`config.mk`:
```
export PLATFORM = sky130hd
export DESIGN_NAME = fpsv_cond
export DESIGN_NICKNAME = d
export VERILOG_FILES = /design/src/rtl/fpsv_pkg.sv /design/src/rtl/fpsv_in_cond.sv /design/src/rtl/fpsv_out_cond.sv /design/src/rtl/fpsv_csr.sv /design/src/rtl/fpsv_cond.sv
export SDC_FILE = /design/constraint.sdc
export NUM_CORES = 1
export LEC_CHECK = 0
export ABC_AREA = 1
export BUFFER_PORTS_ARGS = -buffer_cell sky130_fd_sc_hd__buf_4
export CORE_MARGIN = 10
export CORE_UTILIZATION = 46
export CTS_BUF_LIST = sky130_fd_sc_hd__clkbuf_2
export CTS_CLUSTER_DIAMETER = 30
export DETAILED_ROUTE_END_ITERATION = 16
export PLACE_DENSITY = 0.87
export SYNTH_ARGS = -nofsm -noshare
export SYNTH_HDL_FRONTEND = slang
export SYNTH_HIERARCHICAL = 1
export SYNTH_SLANG_ARGS = --single-unit
```
`constraint.sdc`:
```
create_clock -name clk -period 7 [get_ports clk]
set_input_delay 1.4 -clock clk [delete_from_list [all_inputs] [get_ports clk]]
set_output_delay 1.4 -clock clk [all_outputs]
set_load 0.01 [all_outputs]
```
`src/rtl/fpsv_pkg.sv`:
```
package fpsv_pkg;
   // Status register bit positions (software-visible layout)
   localparam int BIT_UFC = 3;
   localparam int BIT_IXC = 4;
   localparam int BIT_IDC = 7;
   localparam int BIT_UFE = 11;
   localparam int BIT_IDE = 15;
   localparam int BIT_FTZ = 24;
   localparam int BIT_DN  = 25;

   localparam int CSR_W = 32;

   function automatic logic [CSR_W-1:0] csr_wmask();
      logic [CSR_W-1:0] m;
      m = '0;
      m[BIT_UFC] = 1'b1;
      m[BIT_IXC] = 1'b1;
      m[BIT_IDC] = 1'b1;
      m[BIT_UFE] = 1'b1;
      m[BIT_IDE] = 1'b1;
      m[BIT_FTZ] = 1'b1;
      m[BIT_DN]  = 1'b1;
      return m;
   endfunction

   typedef struct packed {
      logic set_ufc;
      logic set_ixc;
      logic set_idc;
   } flag_evt_t;
endpackage

```
`src/rtl/fpsv_in_cond.sv`:
```
module fpsv_in_cond #(
   parameter int EXP_W = 8,
   parameter int MAN_W = 23
) (
   input  logic                     clk,
   input  logic                     rst_n,
   input  logic                     ftz,
   input  logic [EXP_W+MAN_W:0]     op_in,
   output logic [EXP_W+MAN_W:0]     op_out,
   output logic                     is_sub
);
   localparam int W = 1 + EXP_W + MAN_W;

   logic [EXP_W-1:0] exp_f;
   logic [MAN_W-1:0] man_f;

   assign exp_f  = op_in[W-2:MAN_W];
   assign man_f  = op_in[MAN_W-1:0];
   assign is_sub = (exp_f == '0) && (man_f != '0);

   always_comb begin
      if (ftz && is_sub) op_out = '0;
      else               op_out = op_in;
   end

   // a flushed operand is always positive zero
   assert_flush_pos_zero_R1: assert property (@(posedge clk) disable iff (!rst_n)
      (ftz && (op_in[W-2:MAN_W] == '0) && (op_in[MAN_W-1:0] != '0)) |-> (op_out == '0));

   // non-subnormal operands are never altered
   assert_pass_through_R1: assert property (@(posedge clk) disable iff (!rst_n)
      !((op_in[W-2:MAN_W] == '0) && (op_in[MAN_W-1:0] != '0)) |-> (op_out == op_in));
endmodule

```
`src/rtl/fpsv_out_cond.sv`:
```
module fpsv_out_cond #(
   parameter int EXP_W = 8,
   parameter int MAN_W = 23
) (
   input  logic                     clk,
   input  logic                     rst_n,
   input  logic                     ftz,
   input  logic                     dn,
   input  logic                     res_sign,
   input  logic signed [EXP_W+1:0]  res_exp,
   input  logic [MAN_W:0]           res_sig,
   input  logic                     res_nan,
   output logic [EXP_W+MAN_W:0]     res_out,
   output logic                     flushed
);
   localparam int W    = 1 + EXP_W + MAN_W;
   localparam int EMAX = (1 << EXP_W) - 1;
   localparam int SW   = EXP_W + 3;
   localparam logic [W-1:0] DNAN = {1'b0, {EXP_W{1'b1}}, 1'b1, {(MAN_W-1){1'b0}}};

   logic signed [SW-1:0] sh;
   logic [MAN_W:0]       shifted;
   logic                 is_tiny;
   logic                 is_huge;

   assign is_tiny = res_exp < $signed((EXP_W+2)'(1));
   assign is_huge = res_exp >= $signed((EXP_W+2)'(EMAX));
   assign sh      = $signed(SW'(1)) - $signed({res_exp[EXP_W+1], res_exp});

   always_comb begin
      if (sh > $signed(SW'(MAN_W))) shifted = '0;
      else                          shifted = res_sig >> sh[SW-2:0];
   end

   always_comb begin
      flushed = 1'b0;
      if (res_nan) begin
         if (dn) res_out = DNAN;
         else    res_out = {res_sign, {EXP_W{1'b1}}, 1'b1, res_sig[MAN_W-2:0]};
      end else if (res_sig == '0) begin
         res_out = {res_sign, {(W-1){1'b0}}};
      end else if (is_huge) begin
         res_out = {res_sign, {EXP_W{1'b1}}, {MAN_W{1'b0}}};
      end else if (is_tiny) begin
         if (ftz) begin
            res_out = {res_sign, {(W-1){1'b0}}};
            flushed = 1'b1;
         end else begin
            res_out = {res_sign, {EXP_W{1'b0}}, shifted[MAN_W-1:0]};
         end
      end else begin
         res_out = {res_sign, res_exp[EXP_W-1:0], res_sig[MAN_W-1:0]};
      end
   end

   // a tiny result under flush-to-zero becomes a signed zero
   assert_tiny_flush_R5: assert property (@(posedge clk) disable iff (!rst_n)
      (ftz && !res_nan && (res_sig != '0) && (res_exp < $signed((EXP_W+2)'(1))))
      |-> (res_out == {res_sign, {(W-1){1'b0}}}));

   // default-NaN mode yields one fixed encoding
   assert_dn_fixed_R4: assert property (@(posedge clk) disable iff (!rst_n)
      (dn && res_nan) |-> (res_out == DNAN));
endmodule

```
`src/rtl/fpsv_csr.sv`:
```
module fpsv_csr
   import fpsv_pkg::*;
(
   input  logic              clk,
   input  logic              rst_n,
   input  logic              csr_we,
   input  logic [CSR_W-1:0]  csr_wdata,
   input  flag_evt_t         evt,
   output logic [CSR_W-1:0]  csr_q
);
   localparam logic [CSR_W-1:0] WMASK = csr_wmask();

   logic [CSR_W-1:0] set_vec;

   always_comb begin
      set_vec          = '0;
      set_vec[BIT_IDC] = evt.set_idc;
      set_vec[BIT_UFC] = evt.set_ufc;
      set_vec[BIT_IXC] = evt.set_ixc;
   end

   always_ff @(posedge clk) begin
      if (!rst_n)      csr_q <= '0;
      else if (csr_we) csr_q <= csr_wdata & WMASK;
      else             csr_q <= csr_q | set_vec;
   end

   // set flags hold without a write
   assert_sticky_idc_R8: assert property (@(posedge clk) disable iff (!rst_n)
      (!csr_we && csr_q[BIT_IDC]) |=> csr_q[BIT_IDC]);
   assert_sticky_ufc_R8: assert property (@(posedge clk) disable iff (!rst_n)
      (!csr_we && csr_q[BIT_UFC]) |=> csr_q[BIT_UFC]);
   assert_sticky_ixc_R8: assert property (@(posedge clk) disable iff (!rst_n)
      (!csr_we && csr_q[BIT_IXC]) |=> csr_q[BIT_IXC]);

   // a write wins over any simultaneous flag event
   assert_sw_priority_R9: assert property (@(posedge clk) disable iff (!rst_n)
      csr_we |=> (csr_q == ($past(csr_wdata) & WMASK)));

   // unwritable bits stay zero
   assert_reserved_zero_R10: assert property (@(posedge clk) disable iff (!rst_n)
      1'b1 |=> ((csr_q & ~WMASK) == '0));
endmodule

```
`src/rtl/fpsv_cond.sv`:
```
module fpsv_cond
   import fpsv_pkg::*;
#(
   parameter int EXP_W = 8,
   parameter int MAN_W = 23,
   parameter int N_OPS = 2
) (
   input  logic                       clk,
   input  logic                       rst_n,
   input  logic                       csr_we,
   input  logic [31:0]                csr_wdata,
   output logic [31:0]                csr_rdata,
   input  logic                       op_valid,
   input  logic [EXP_W+MAN_W:0]       op_a,
   input  logic [EXP_W+MAN_W:0]       op_b,
   output logic [EXP_W+MAN_W:0]       op_a_out,
   output logic [EXP_W+MAN_W:0]       op_b_out,
   output logic                       op_trap,
   input  logic                       res_valid,
   input  logic                       res_sign,
   input  logic signed [EXP_W+1:0]    res_exp,
   input  logic [MAN_W:0]             res_sig,
   input  logic                       res_nan,
   input  logic                       res_inexact,
   output logic [EXP_W+MAN_W:0]       res_out
);
   localparam int W = 1 + EXP_W + MAN_W;

   if (EXP_W < 2 || MAN_W < 2) begin : g_bad_fmt
      $error("fpsv_cond: exponent and fraction need at least two bits");
   end
   if (N_OPS != 2) begin : g_bad_ops
      $error("fpsv_cond: the port list carries exactly two operands");
   end
   if (CSR_W != 32 || BIT_DN >= CSR_W) begin : g_bad_csr
      $error("fpsv_cond: status register layout does not fit");
   end

   logic [CSR_W-1:0] csr_q;
   logic [W-1:0]     ops_in  [N_OPS];
   logic [W-1:0]     ops_out [N_OPS];
   logic [N_OPS-1:0] sub_vec;
   logic             ftz, dn, ide;
   logic             res_flushed;
   flag_evt_t        evt;

   assign ftz = csr_q[BIT_FTZ];
   assign dn  = csr_q[BIT_DN];
   assign ide = csr_q[BIT_IDE];

   assign ops_in[0] = op_a;
   assign ops_in[1] = op_b;
   assign op_a_out  = ops_out[0];
   assign op_b_out  = ops_out[1];

   for (genvar gi = 0; gi < N_OPS; gi++) begin : g_op
      fpsv_in_cond #(.EXP_W(EXP_W), .MAN_W(MAN_W)) u_in (
         .clk    (clk),
         .rst_n  (rst_n),
         .ftz    (ftz),
         .op_in  (ops_in[gi]),
         .op_out (ops_out[gi]),
         .is_sub (sub_vec[gi])
      );
   end

   fpsv_out_cond #(.EXP_W(EXP_W), .MAN_W(MAN_W)) u_out (
      .clk      (clk),
      .rst_n    (rst_n),
      .ftz      (ftz),
      .dn       (dn),
      .res_sign (res_sign),
      .res_exp  (res_exp),
      .res_sig  (res_sig),
      .res_nan  (res_nan),
      .res_out  (res_out),
      .flushed  (res_flushed)
   );

   assign evt.set_idc = op_valid && ftz && (|sub_vec);
   assign evt.set_ufc = res_valid && res_flushed;
   assign evt.set_ixc = res_valid && res_inexact;

   assign op_trap = op_valid && ide && (|sub_vec);

   fpsv_csr u_csr (
      .clk       (clk),
      .rst_n     (rst_n),
      .csr_we    (csr_we),
      .csr_wdata (csr_wdata),
      .evt       (evt),
      .csr_q     (csr_q)
   );

   assign csr_rdata = csr_q;

   // a trap needs a live operation and the input-subnormal enable
   assert_trap_source_R6: assert property (@(posedge clk) disable iff (!rst_n)
      op_trap |-> (op_valid && csr_rdata[BIT_IDE]));

   // enable plus a subnormal operand always requests the trap
   assert_trap_raised_R3: assert property (@(posedge clk) disable iff (!rst_n)
      (op_valid && csr_rdata[BIT_IDE] &&
       (((op_a[W-2:MAN_W] == '0) && (op_a[MAN_W-1:0] != '0)) ||
        ((op_b[W-2:MAN_W] == '0) && (op_b[MAN_W-1:0] != '0)))) |-> op_trap);

   // without an inexact report and without a write, the inexact flag stays clear
   assert_ixc_quiet_R7: assert property (@(posedge clk) disable iff (!rst_n)
      (!csr_we && !csr_rdata[BIT_IXC] && !(res_valid && res_inexact)) |=> !csr_rdata[BIT_IXC]);

   // with flush-to-zero off, no write and no prior flag, the input flag stays clear
   assert_idc_needs_ftz_R2: assert property (@(posedge clk) disable iff (!rst_n)
      (!csr_we && !csr_rdata[BIT_FTZ] && !csr_rdata[BIT_IDC]) |=> !csr_rdata[BIT_IDC]);
endmodule

```
* Yosys cells after proc, flatten, opt, wreduce, memory -nomap -nowiden
Index checks and enable logic that the tools add are counted.
** Cells by class
- Add/subtract/negate cells :: 1
- Multipliers :: 0
- Div/mod/pow operators :: 0
- Order comparisons :: 3
- Equality and inequality tests :: 0
- Shifts and indexed selects :: 1
- Mux-type cells :: 15
- Bitwise logic cells :: 2
- Reductions and logical operators :: 17
** Operators with widths (count)
- two-way mux 32 bit :: 4
- two-way mux 31 bit :: 3
- two-way mux 23 bit :: 2
- nonzero test 23 bit :: 2
- bitwise OR 32 x 8 -> 32 bit :: 1
- two-way mux 26 bit :: 1
- zero test 24 bit :: 1
- >> shifter 24 x 10 -> 23 bit :: 1
- zero test 8 bit :: 2
- greater-than comparator 11 x 6 -> 1 bit (second input constant) :: 1
- subtractor 2 x 10 -> 11 bit (first input constant) :: 1
- >= comparator 10 x 9 -> 1 bit (second input constant) :: 1
- logical AND 1 bit :: 10
- less-than comparator 10 x 2 -> 1 bit (second input constant) :: 1
- two-way mux 1 bit :: 5
- OR reduction 2 bit :: 2
- inverter 1 bit :: 1
** Storage, ports and cells
- Bits in registers :: 32
- Latch bits :: 0
- RAM bits :: 0
- ROM bits :: 0
- Bits of input ports :: 138
- Output and inout bits :: 129
- Logic and storage cells :: 41
- Memories :: 0

* Logic depth before layout (Yosys ltp)
Gate-level depths: netlist of the first run.
- Depth in word-level cells :: 8
- Depth in mapped cells :: 24
- Gate-level depth less buffers :: 21

* Hierarchy
The synthesis of the first run kept the hierarchy.
** By module, submodules not included
- fpsv_out_cond :: times used 1, cells each 516, area each 2431.1 µm², seq. area each 0.0 µm²
- fpsv_in_cond :: times used 2, cells each 90, area each 370.4 µm², seq. area each 0.0 µm²
- fpsv_csr :: times used 1, cells each 67, area each 464.2 µm², seq. area each 140.1 µm²
- fpsv_cond :: times used 1, cells each 9, area each 33.8 µm², seq. area each 0.0 µm²

* Worst setup path after synthesis of the first run
Ideal clock, no wire load.
- Kind :: input -> output
- From :: input res_exp[1]
- To :: output res_out[15]
- Arrival time :: 3.602 ns
- Data required time :: 5.600 ns
- Path slack :: 1.998 ns
- Cell stages on the path :: 15
- Path buffers :: 2
- Cell sequence :: buf_6 > inv_6 > clkbuf_1 > ha_1 > nand2_2 > o21ai_2 > nand2_2 > nor2_4 > nand4_2 > o21ai_2 > nand3_4 > nor2_8 > o21ai_1 > o21a_1 > o21ai_1
** Between the ends
- Longest elaborated chain between the ends :: 8
- Elaborated cells between the ends (all ways) :: 11
- Classes of those cells :: add/sub (1); order compare (3); shift (1); mux (6)
** Ends and longest elaborated chain
- start: declaration :: RTL line fpsv_cond.sv:21 : input logic signed [EXP_W+1:0] res_exp,
- subtractor 2 x 10 -> 11 bit :: RTL line fpsv_out_cond.sv:28 : assign sh = $signed(SW'(1)) - $signed({res_exp[EXP_W+1], res_exp});
- greater-than comparator 11 x 6 -> 1 bit / >> shifter 24 x 10 -> 23 bit (equally long branches) :: RTL line fpsv_out_cond.sv:31, fpsv_out_cond.sv:32
- two-way mux 23 bit :: RTL line fpsv_out_cond.sv:31 : if (sh > $signed(SW'(MAN_W))) shifted = '0;
- two-way mux 23 bit :: RTL line fpsv_out_cond.sv:45 : if (ftz) begin
- two-way mux 31 bit :: RTL line fpsv_out_cond.sv:44 : end else if (is_tiny) begin
- two-way mux 31 bit (*) :: RTL line fpsv_out_cond.sv:42 : end else if (is_huge) begin
- two-way mux 31 bit (*) :: RTL line fpsv_out_cond.sv:40 : end else if (res_sig == '0) begin
- two-way mux 32 bit (*) :: RTL line fpsv_out_cond.sv:37 : if (res_nan) begin
- end: declaration :: RTL line fpsv_cond.sv:25 : output logic [EXP_W+MAN_W:0] res_out
Mark *: on every way between the ends. The rest lies on a longest branch, timed or not.

* Final worst setup path of the first run
- From :: input res_exp[1]
- To :: output res_out[22]
The elaborated chain is that of the path after synthesis.

==> impl_metrics.json, run 1 <==
{
  "powerDensity_nw_per_um2": 81.2,
  "relSlewSlack_pct": 34.9,
  "synth_edf_count": 0,
  "cts-buffers-inserted": 3,
  "via_count": 5331,
  "track_usage_pct": 24.9,
  "cap_violations": 0,
  "setup.worst_path.class": "in -> out",
  "path_cells": "buf_4 -> inv_6 -> ha_1 -> inv_1 -> nor2_1 -> nor2_1 -> buf_4 -> o21ai_0 -> nand4_2 -> o21ai_2 -> nand3_4 -> nor2_8 -> inv_2 -> o21ai_1 -> o21ai_1 -> o21ai_2 -> buf_4",
  "cts_hold_buf": 0,
  "setup_viol": 0,
  "dpl.hpwl_um": 13500,
  "power.leakage_nw": 3.11,
  "grt_pass1_wl_um": 24500,
  "hold_slack_ns": 0.486,
  "cts_root_buffer": "clkbuf_2",
  "die_h_um": 109,
  "nNetsFinal": 1091,
  "fin_skew_ns": 0.00329,
  "period_needed_ns": 5.65,
  "rows": 32,
  "num_antenna_cells": 0,
  "yosys-top-cells-area": "nand2_1, nand3_1, inv_1",
  "cts_buffer_depth": 2,
  "grt_antenna_before_repair": 0,
  "end_kind": "output port",
  "ios": 267,
  "postRouteAntennaNets": 0,
  "synth.avg_cell_area_um2": 4.75,
  "cts_tree": "done",
  "drcViolationCount": 0,
  "clkLatencyLatePin_ns": 0.24,
  "synth_top_cells_by_count": "nand2_1, nand3_1, inv_1",
  "wire_per_inst_um": 15.2,
  "required_ns": 5.60,
  "netlist_area_um2": 3670,
  "tightest_slew_ns": 0.975,
  "crit_slowest_cell": "ha_1",
  "drt_wl_total_um": 16000,
  "crit_arrival_ns": 4.25,
  "gp_congestion": 0.957,
  "peakVddDrop_mv": 0.0364,
  "cts.sinks": 7,
  "hold_path_class": "reg -> reg",
  "synth_warnings": 6,
  "area_delta_synth_final_pct": 40.4,
  "syn_inst": 772,
  "cp_max_fo": 28,
  "status": "completed",
  "overflow": 0,
  "final-max-slew-violation-count": 0,
  "ys_seq_area_share_pct": 3.82,
  "rsz0062_at_grt": "no",
  "yosysTopAreaCellShare_pct": 28.1,
  "regMostFlops": "u_csr/csr_q",
  "grt_max_degree": 39,
  "multiInputGateArea_um2": 2810,
  "drt-vias-per-instance": 5.07,
  "die_w_um": 109,
  "firstDrtPassIters": 7,
  "htree_levels": 1,
  "postSynth.asyncResetShare_pct": 0,
  "initial_core_util_pct": 47.5,
  "max_stage_delay_ns": 0.27,
  "finalCritPeriodShare_pct": 80.7,
  "largest_registers": "u_csr/csr_q (7)",
  "crit_top_cell": "buf_4",
  "path_clk_slew_ns": 0.07,
  "drive_gt1_share_pct": 28.5,
  "ctsResizeCount": 0,
  "synth.largest_area_cell": "nand2_1",
  "dieArea_um2": 12000,
  "utilization_pct": 66.7,
  "first_global_vias": 4915,
  "yosysMostFrequentCell": "nand2_1",
  "yosys_register_bits": 7,
  "crit_family": "buffers and inverters",
  "max_freq_mhz": 177,
  "yosysUniqueCellTypes": 36,
  "finalSetupTns_ns": 0,
  "portBuffers": 216,
  "finalHoldViolCount": 0,
  "post-cts-setup-buffers": 0,
  "fillers": 824,
  "total_power_mw": 0.418,
  "largest_reg_flops": 7,
  "critPathBufInv": 6,
  "core-area_um2": 7730,
  "start_kind": "input pin",
  "ff_latch_area_um2": 140,
  "synth_ff_type": "dfxtp_1",
  "drtIter0Drc": 540
}
worst reg2reg max path, cell delays in order, from the launching register on:
cell and delay (ns):
dfxtp_1 0.47, inv_1 0.14, nor3_1 0.24, nand2_1 0.07
inv_1 0.05, inv_1 0.03, nand2_1 0.05, nor2_1 0.03
nor2_1 0.08
metal layers:
metal	GRT usage, %	up-vias	part of all wire [%]
li1	-	2723	-
met1	30.9	2266	39
met2	41.2	310	46
met3	7.49	32	13
met4	6.32	0	2.4
met5	0	-	0
where the power goes:
part	total, mW	internal (mW)	switching, mW
logic	0.342	0.146	0.196
clock network	0.0312	0.0152	0.0160
registers	0.0454	0.0427	0.00276
cell type report:
cell class / instances / area share, %
flip-flops and latches: 7 / 2.72
well taps: 102 / 2.48
inverters: 99 / 7.31
repair buffers: 223 / 32.5
clock buffers: 4 / 0.389
multi-input cells: 617 / 54.6
final timing paths:
| path | depth (start not counted) | slack, ns | start | end |
|---|---|---|---|---|
| worst max-delay path | 17 | 1.35 | res_exp[1] | res_out[22] |
| worst min-delay path | 2 | 0.49 | u_csr/csr_q[7] | u_csr/csr_q[7] |
| worst max register to register | 8 | 5.77 | u_csr/csr_q[24] | u_csr/csr_q[3] |
| worst min register to register | 2 | 0.49 | u_csr/csr_q[7] | u_csr/csr_q[7] |
cell families (layout without fill, tap and decap cells):
logic type,after synthesis,count (layout),synth area share [%]
buffers and inverters,172,326,22.0
DFF,7,7,3.82
and+or+nand+nor,502,502,59.9
AOI/OAI and AO/OA,86,86,13.0
xor gates and xnor gates,2,2,0.477
adders and majority gates,2,2,0.682
other,1,25,0.102
cell usage in the layout (no fill, tap or decap), types with 5 or more instances in the layout:
cell type and instances:
conb_1 25, dfxtp_1 7, nand2_1 275, inv_1 93, nand2_2 18, o21ai_0 29, a21oi_1 27, nor2_1 73
o21ai_1 14, buf_4 223, a21oi_2 5, nand3_1 111
per-stage QoR:
stage	setup slack, ns	instance area [um2]	cells
detailed placement	1.42	5130	1048
global route	1.11	5150	1052
CTS	1.41	5150	1052
floorplan	2.00	3760	796
finish	1.35	5150	1052
global placement	1.43	5130	1048
(Power assumes the default switching activity.)
==> run 2: changes to the inputs <==
--- a/config.mk
+++ b/config.mk
@@ -8,11 +8,11 @@
 export ABC_AREA = 1
 export BUFFER_PORTS_ARGS = -buffer_cell sky130_fd_sc_hd__buf_4
 export CORE_MARGIN = 10
-export CORE_UTILIZATION = 46
+export CORE_UTILIZATION = 39
 export CTS_BUF_LIST = sky130_fd_sc_hd__clkbuf_2
 export CTS_CLUSTER_DIAMETER = 30
 export DETAILED_ROUTE_END_ITERATION = 16
-export PLACE_DENSITY = 0.87
+export PLACE_DENSITY = 0.79
 export SYNTH_ARGS = -nofsm -noshare
 export SYNTH_HDL_FRONTEND = slang
 export SYNTH_HIERARCHICAL = 1
==> constraint.sdc (replaced) <==
create_clock -name clk -period 4.7 [get_ports clk]
set_input_delay 0.94 -clock clk [delete_from_list [all_inputs] [get_ports clk]]
set_output_delay 0.94 -clock clk [all_outputs]
set_load 0.01 [all_outputs]
==> impl_metrics.json, run 2 (synthesized netlist as in run 1, its figures left out) <==
{
  "required_ns": 3.76,
  "drive_gt1_share_pct": 29.3,
  "final-max-slew-violation-count": 0,
  "drcViolationCount": 0,
  "fillers": 994,
  "grtUsageMet3_pct": 9.43,
  "end_kind": "output port",
  "largest_reg_flops": 7,
  "power.leakage_nw": 3.16,
  "wire_per_inst_um": 15.3,
  "dpl.hpwl_um": 14000,
  "regMostFlops": "u_csr/csr_q",
  "cts_tree": "done",
  "htree_levels": 1,
  "ctsResizeCount": 0,
  "dieArea_um2": 13700,
  "fin_skew_ns": 0.00400,
  "rows": 35,
  "path_clk_slew_ns": 0.07,
  "grt_antenna_before_repair": 0,
  "met1_usage_pct": 29.0,
  "grt_pass1_wl_um": 24900,
  "top_usage_layer": "met2",
  "cap_violations": 0,
  "period_needed_ns": 4.28,
  "r2r_end": "u_csr/csr_q[3]",
  "worst_r2r_path_depth": 8,
  "post-place-ws_ns": 0.516,
  "drt_wl_total_um": 16400,
  "status": "completed",
  "crit_slowest_cell": "o21ai_0",
  "hold_path_class": "reg -> reg",
  "finalCritPeriodShare_pct": 91.0,
  "cts_buffer_depth": 2,
  "cp_max_fo": 9,
  "final_cell_mix": "nand2_1, buf_4, nand3_1",
  "overflow": 0,
  "initial_core_util_pct": 39.9,
  "clkLatencyLatePin_ns": 0.24,
  "rsz0062_at_grt": "no",
  "start_kind": "input pin",
  "crit_top_cell": "nand2_1",
  "grt_max_degree": 30,
  "gp_congestion": 0.967,
  "cts-buffers-inserted": 3,
  "max_stage_delay_ns": 0.26,
  "relSlewSlack_pct": 66.1,
  "drtIter0Drc": 490,
  "cts.sinks": 7,
  "cts_root_buffer": "clkbuf_2",
  "firstDrtPassIters": 6,
  "peakVddDrop_mv": 0.0549,
  "ios": 267,
  "die_w_um": 117,
  "first_global_vias": 4824,
  "nNetsFinal": 1101,
  "max_freq_mhz": 234,
  "num_antenna_cells": 0,
  "powerDensity_nw_per_um2": 121,
  "via_count": 5362,
  "portBuffers": 216,
  "postRouteAntennaNets": 0,
  "hold_depth": 2,
  "finalSetupTns_ns": 0,
  "largest_registers": "u_csr/csr_q (7)",
  "crit-reg2reg-launch": "u_csr/csr_q[24]",
  "min_to": "u_csr/csr_q[3]",
  "area_delta_synth_final_pct": 42.7,
  "setup_viol": 0,
  "setup_ws_ns": 0.424,
  "mostFrequentLayoutCell": "nand2_1",
  "setup.worst_path.class": "in -> out",
  "die_h_um": 117,
  "met2_usage_pct": 34.6,
  "tightest_slew_ns": 0.508,
  "crit_arrival_ns": 3.34,
  "drt-vias-per-instance": 5.01,
  "cts_hold_buf": 0,
  "core-area_um2": 9200,
  "finalHoldViolCount": 0,
  "r2r_slack_ns": 3.51,
  "post-cts-setup-buffers": 0,
  "path_cells": "buf_4 -> inv_1 -> ha_1 -> nand2_2 -> o21ai_2 -> nand3_1 -> nor2_8 -> nand2_1 -> nand2_1 -> nand3_1 -> nand3_1 -> nand2_1 -> nand2_1 -> nand2_1 -> o21ai_0 -> nand2_1 -> o21ai_0 -> buf_4",
  "utilization_pct": 57.0,
  "track_usage_pct": 22.5,
  "min-delay-start": "u_csr/csr_q[3]"
}
[run 2: routing by layer]
layer / share of wire (%) / vias to the layer above
li1: - / 2744
met1: 42 / 2316
met2: 43 / 284
met3: 14 / 18
met4: 0.94 / 0
met5: 0 / -
[run 2: layout make-up]
| cell class | instances | area [um2] | area share [%] |
|---|---|---|---|
| Sequential cell | 7 | 140 | 2.68 |
| Clock buffer | 4 | 20.0 | 0.382 |
| Timing Repair Buffer | 233 | 1750 | 33.4 |
| Tap cell | 111 | 139 | 2.65 |
| Inverter | 99 | 377 | 7.19 |
| Multi-Input combinational cell | 617 | 2810 | 53.7 |
[run 2: worst max-delay path by stage]
stage	startpoint	to	slack, ns
final	res_exp[2]	res_out[11]	0.42
after global routing	res_exp[2]	res_out[6]	0.21
after CTS	res_exp[2]	res_out[11]	0.51
after detailed placement	res_exp[2]	res_out[10]	0.52
after global placement	res_exp[2]	res_out[4]	0.53
after floorplan	res_exp[1]	res_out[15]	0.62
[run 2: stage by stage]
stage | power, mW | hold slack [ns] | area [um2] | std cells
after detailed placement | 0.583 | 0.470 | 5220 | 1067
after floorplan | 0.357 | 0.503 | 3760 | 796
after CTS | 0.632 | 0.489 | 5240 | 1071
final | 0.634 | 0.480 | 5240 | 1071
after global placement | 0.581 | 0.450 | 5220 | 1067
after global routing | 0.693 | 0.533 | 5240 | 1071
[run 2: critical path, delay by kind of cell]
| family | cells | cell delay, ns |
|---|---|---|
| and+or+nand+nor | 11 | 1.22 |
| adders and majority gates | 1 | 0.24 |
| buffers and inverters | 3 | 0.40 |
| AOI/OAI and AO/OA | 3 | 0.54 |
[run 2: power breakdown]
| part | switching (mW) | internal [mW] | total, mW |
|---|---|---|---|
| clock network | 0.0235 | 0.0226 | 0.0461 |
| logic | 0.297 | 0.223 | 0.520 |
| registers | 0.00409 | 0.0636 | 0.0676 |
==> run 3: changes to the inputs <==
--- a/config.mk
+++ b/config.mk
@@ -8,11 +8,11 @@
 export ABC_AREA = 1
 export BUFFER_PORTS_ARGS = -buffer_cell sky130_fd_sc_hd__buf_4
 export CORE_MARGIN = 10
-export CORE_UTILIZATION = 39
+export CORE_UTILIZATION = 43
 export CTS_BUF_LIST = sky130_fd_sc_hd__clkbuf_2
 export CTS_CLUSTER_DIAMETER = 30
 export DETAILED_ROUTE_END_ITERATION = 16
-export PLACE_DENSITY = 0.79
+export PLACE_DENSITY = 0.82
 export SYNTH_ARGS = -nofsm -noshare
 export SYNTH_HDL_FRONTEND = slang
 export SYNTH_HIERARCHICAL = 1
==> constraint.sdc (replaced) <==
create_clock -name clk -period 4.1 [get_ports clk]
set_input_delay 0.82 -clock clk [delete_from_list [all_inputs] [get_ports clk]]
set_output_delay 0.82 -clock clk [all_outputs]
set_load 0.01 [all_outputs]
==> impl_metrics.json, run 3 (synthesized netlist as in run 1, its figures left out) <==
{
  "status": "completed",
  "grt_max_degree": 30,
  "cap_violations": 0,
  "firstDrtPassIters": 5,
  "hold_slack_ns": 0.473,
  "regMostFlops": "u_csr/csr_q",
  "final_cell_mix": "nand2_1, buf_4, nand3_1",
  "hold_path_class": "reg -> reg",
  "die_w_um": 112,
  "grt_antenna_before_repair": 0,
  "cts.sinks": 7,
  "finalSetupTns_ns": 0,
  "setup_viol": 0,
  "utilization_pct": 64.1,
  "r2r_end": "u_csr/csr_q[3]",
  "power_frac_comb_pct": 82.3,
  "crit_arrival_ns": 3.11,
  "rows": 33,
  "seqPwrFrac_pct": 10.5,
  "initial_core_util_pct": 44.4,
  "r2r_slack_ns": 2.91,
  "setup.worst_path.class": "in -> out",
  "drtIter0Drc": 561,
  "finalCritPeriodShare_pct": 95.8,
  "post-place-ws_ns": 0.181,
  "gp_congestion": 0.983,
  "htree_levels": 1,
  "drt_wl_total_um": 17000,
  "via_count": 5386,
  "largest_reg_flops": 7,
  "final-max-slew-violation-count": 0,
  "intPower_mw": 0.359,
  "core-area_um2": 8260,
  "design_area_um2": 5300,
  "drcViolationCount": 0,
  "cp_max_fo": 9,
  "drive_gt1_share_pct": 29.9,
  "max_freq_mhz": 255,
  "largest_registers": "u_csr/csr_q (7)",
  "power.leakage_nw": 3.19,
  "mostFrequentLayoutCell": "nand2_1",
  "cts_buffer_depth": 2,
  "end_kind": "output port",
  "nNetsFinal": 1105,
  "num_antenna_cells": 0,
  "track_usage_pct": 24.8,
  "min-delay-start": "u_csr/csr_q[7]",
  "grt_pass1_wl_um": 26100,
  "powerDensity_nw_per_um2": 139,
  "hold_depth": 2,
  "overflow": 0,
  "fin_cells": 1069,
  "wire_per_inst_um": 15.9,
  "finalHoldViolCount": 0,
  "cts-buffers-inserted": 3,
  "total_power_mw": 0.735,
  "cts_tree": "done",
  "clkLatencyLatePin_ns": 0.24,
  "period_needed_ns": 3.93,
  "swShare_pct": 51.2,
  "dpl.hpwl_um": 14500,
  "power.share.clock_pct": 7.2,
  "drt-vias-per-instance": 5.04,
  "dieArea_um2": 12600,
  "worst_r2r_path_depth": 8,
  "dpl_cell_area_um2": 5250,
  "cts_root_buffer": "clkbuf_2",
  "placed_cells": 1064,
  "required_ns": 3.28,
  "fin_skew_ns": 0.0000443,
  "start_kind": "input pin",
  "ios": 267,
  "relSlewSlack_pct": 65.1,
  "min_to": "u_csr/csr_q[7]",
  "tightest_slew_ns": 0.519,
  "portBuffers": 216,
  "first_global_vias": 4967,
  "crit-reg2reg-launch": "u_csr/csr_q[24]",
  "setup_ws_ns": 0.172,
  "peakVddDrop_mv": 0.0796,
  "switching_power_mw": 0.377,
  "area_delta_synth_final_pct": 44.3,
  "cts_hold_buf": 0,
  "postRouteAntennaNets": 0,
  "path_clk_slew_ns": 0.07,
  "die_h_um": 112
}
[run 3: cell types whose count changed in the layout (fill, tap and decap cells not counted)]
| cell | change |
|---|---|
| buf_12 | +2 |
| buf_4 | +2 |
| ha_1 | -1 |
| ha_2 | +1 |
| nand3_1 | -1 |
| nand3_2 | +1 |
| nor2_1 | -1 |
| nor2_2 | +1 |
[run 3: final cells by class]
type	instances	area, um2
Timing Repair Buffer	237	1800
Fill cell	891	2960
Sequential cell	7	140
Inverter	99	377
Clock buffer	4	20.0
Tap cell	105	131
Multi-Input combinational cell	617	2820
[run 3: per-layer routing]
metal	global-route usage, %	share of wire [%]	vias up
met1	31.5	42	2305
met4	2.62	0.68	0
li1	-	-	2759
met2	38.2	42	309
met5	0	0	-
met3	12.2	15	13
[run 3: how the worst max path moves through the flow]
stage	start	endpoint	cells past startpoint
floorplan	res_exp[1]	res_out[15]	15
global placement	res_exp[1]	res_out[11]	18
detailed placement	res_exp[1]	res_out[11]	18
CTS	res_exp[1]	res_out[11]	18
global route	res_exp[2]	res_out[11]	20
finish	res_exp[1]	res_out[11]	16
[run 3: critical path, cell delays in order]
cell	delay (ns)
buf_4	0.13
inv_6	0.07
ha_2	0.21
nand2_2	0.09
o21ai_2	0.19
nand2_2	0.09
nor2_4	0.25
nand4_2	0.13
o21ai_2	0.19
nand3_4	0.12
nor2_8	0.17
nand2_1	0.09
o21ai_0	0.22
nand2_1	0.08
o21ai_0	0.09
buf_4	0.15
[run 3: power groups by stage]
stage	combinational [mW]	sequential, mW	clock [mW]
detailed placement	0.594	0.0786	0
CTS	0.597	0.0771	0.0543
global route	0.666	0.0778	0.0599
floorplan	0.330	0.0800	0
finish	0.605	0.0771	0.0531
global placement	0.591	0.0786	0
[run 3: what timing repair did]
action / 4_1_cts / 5_1_grt
endpoints found under the setup margin: 0 / 17
gates resized for setup: 0 / 3
setup buffers: 0 / 1
endpoints found under the hold margin: 0 / 0
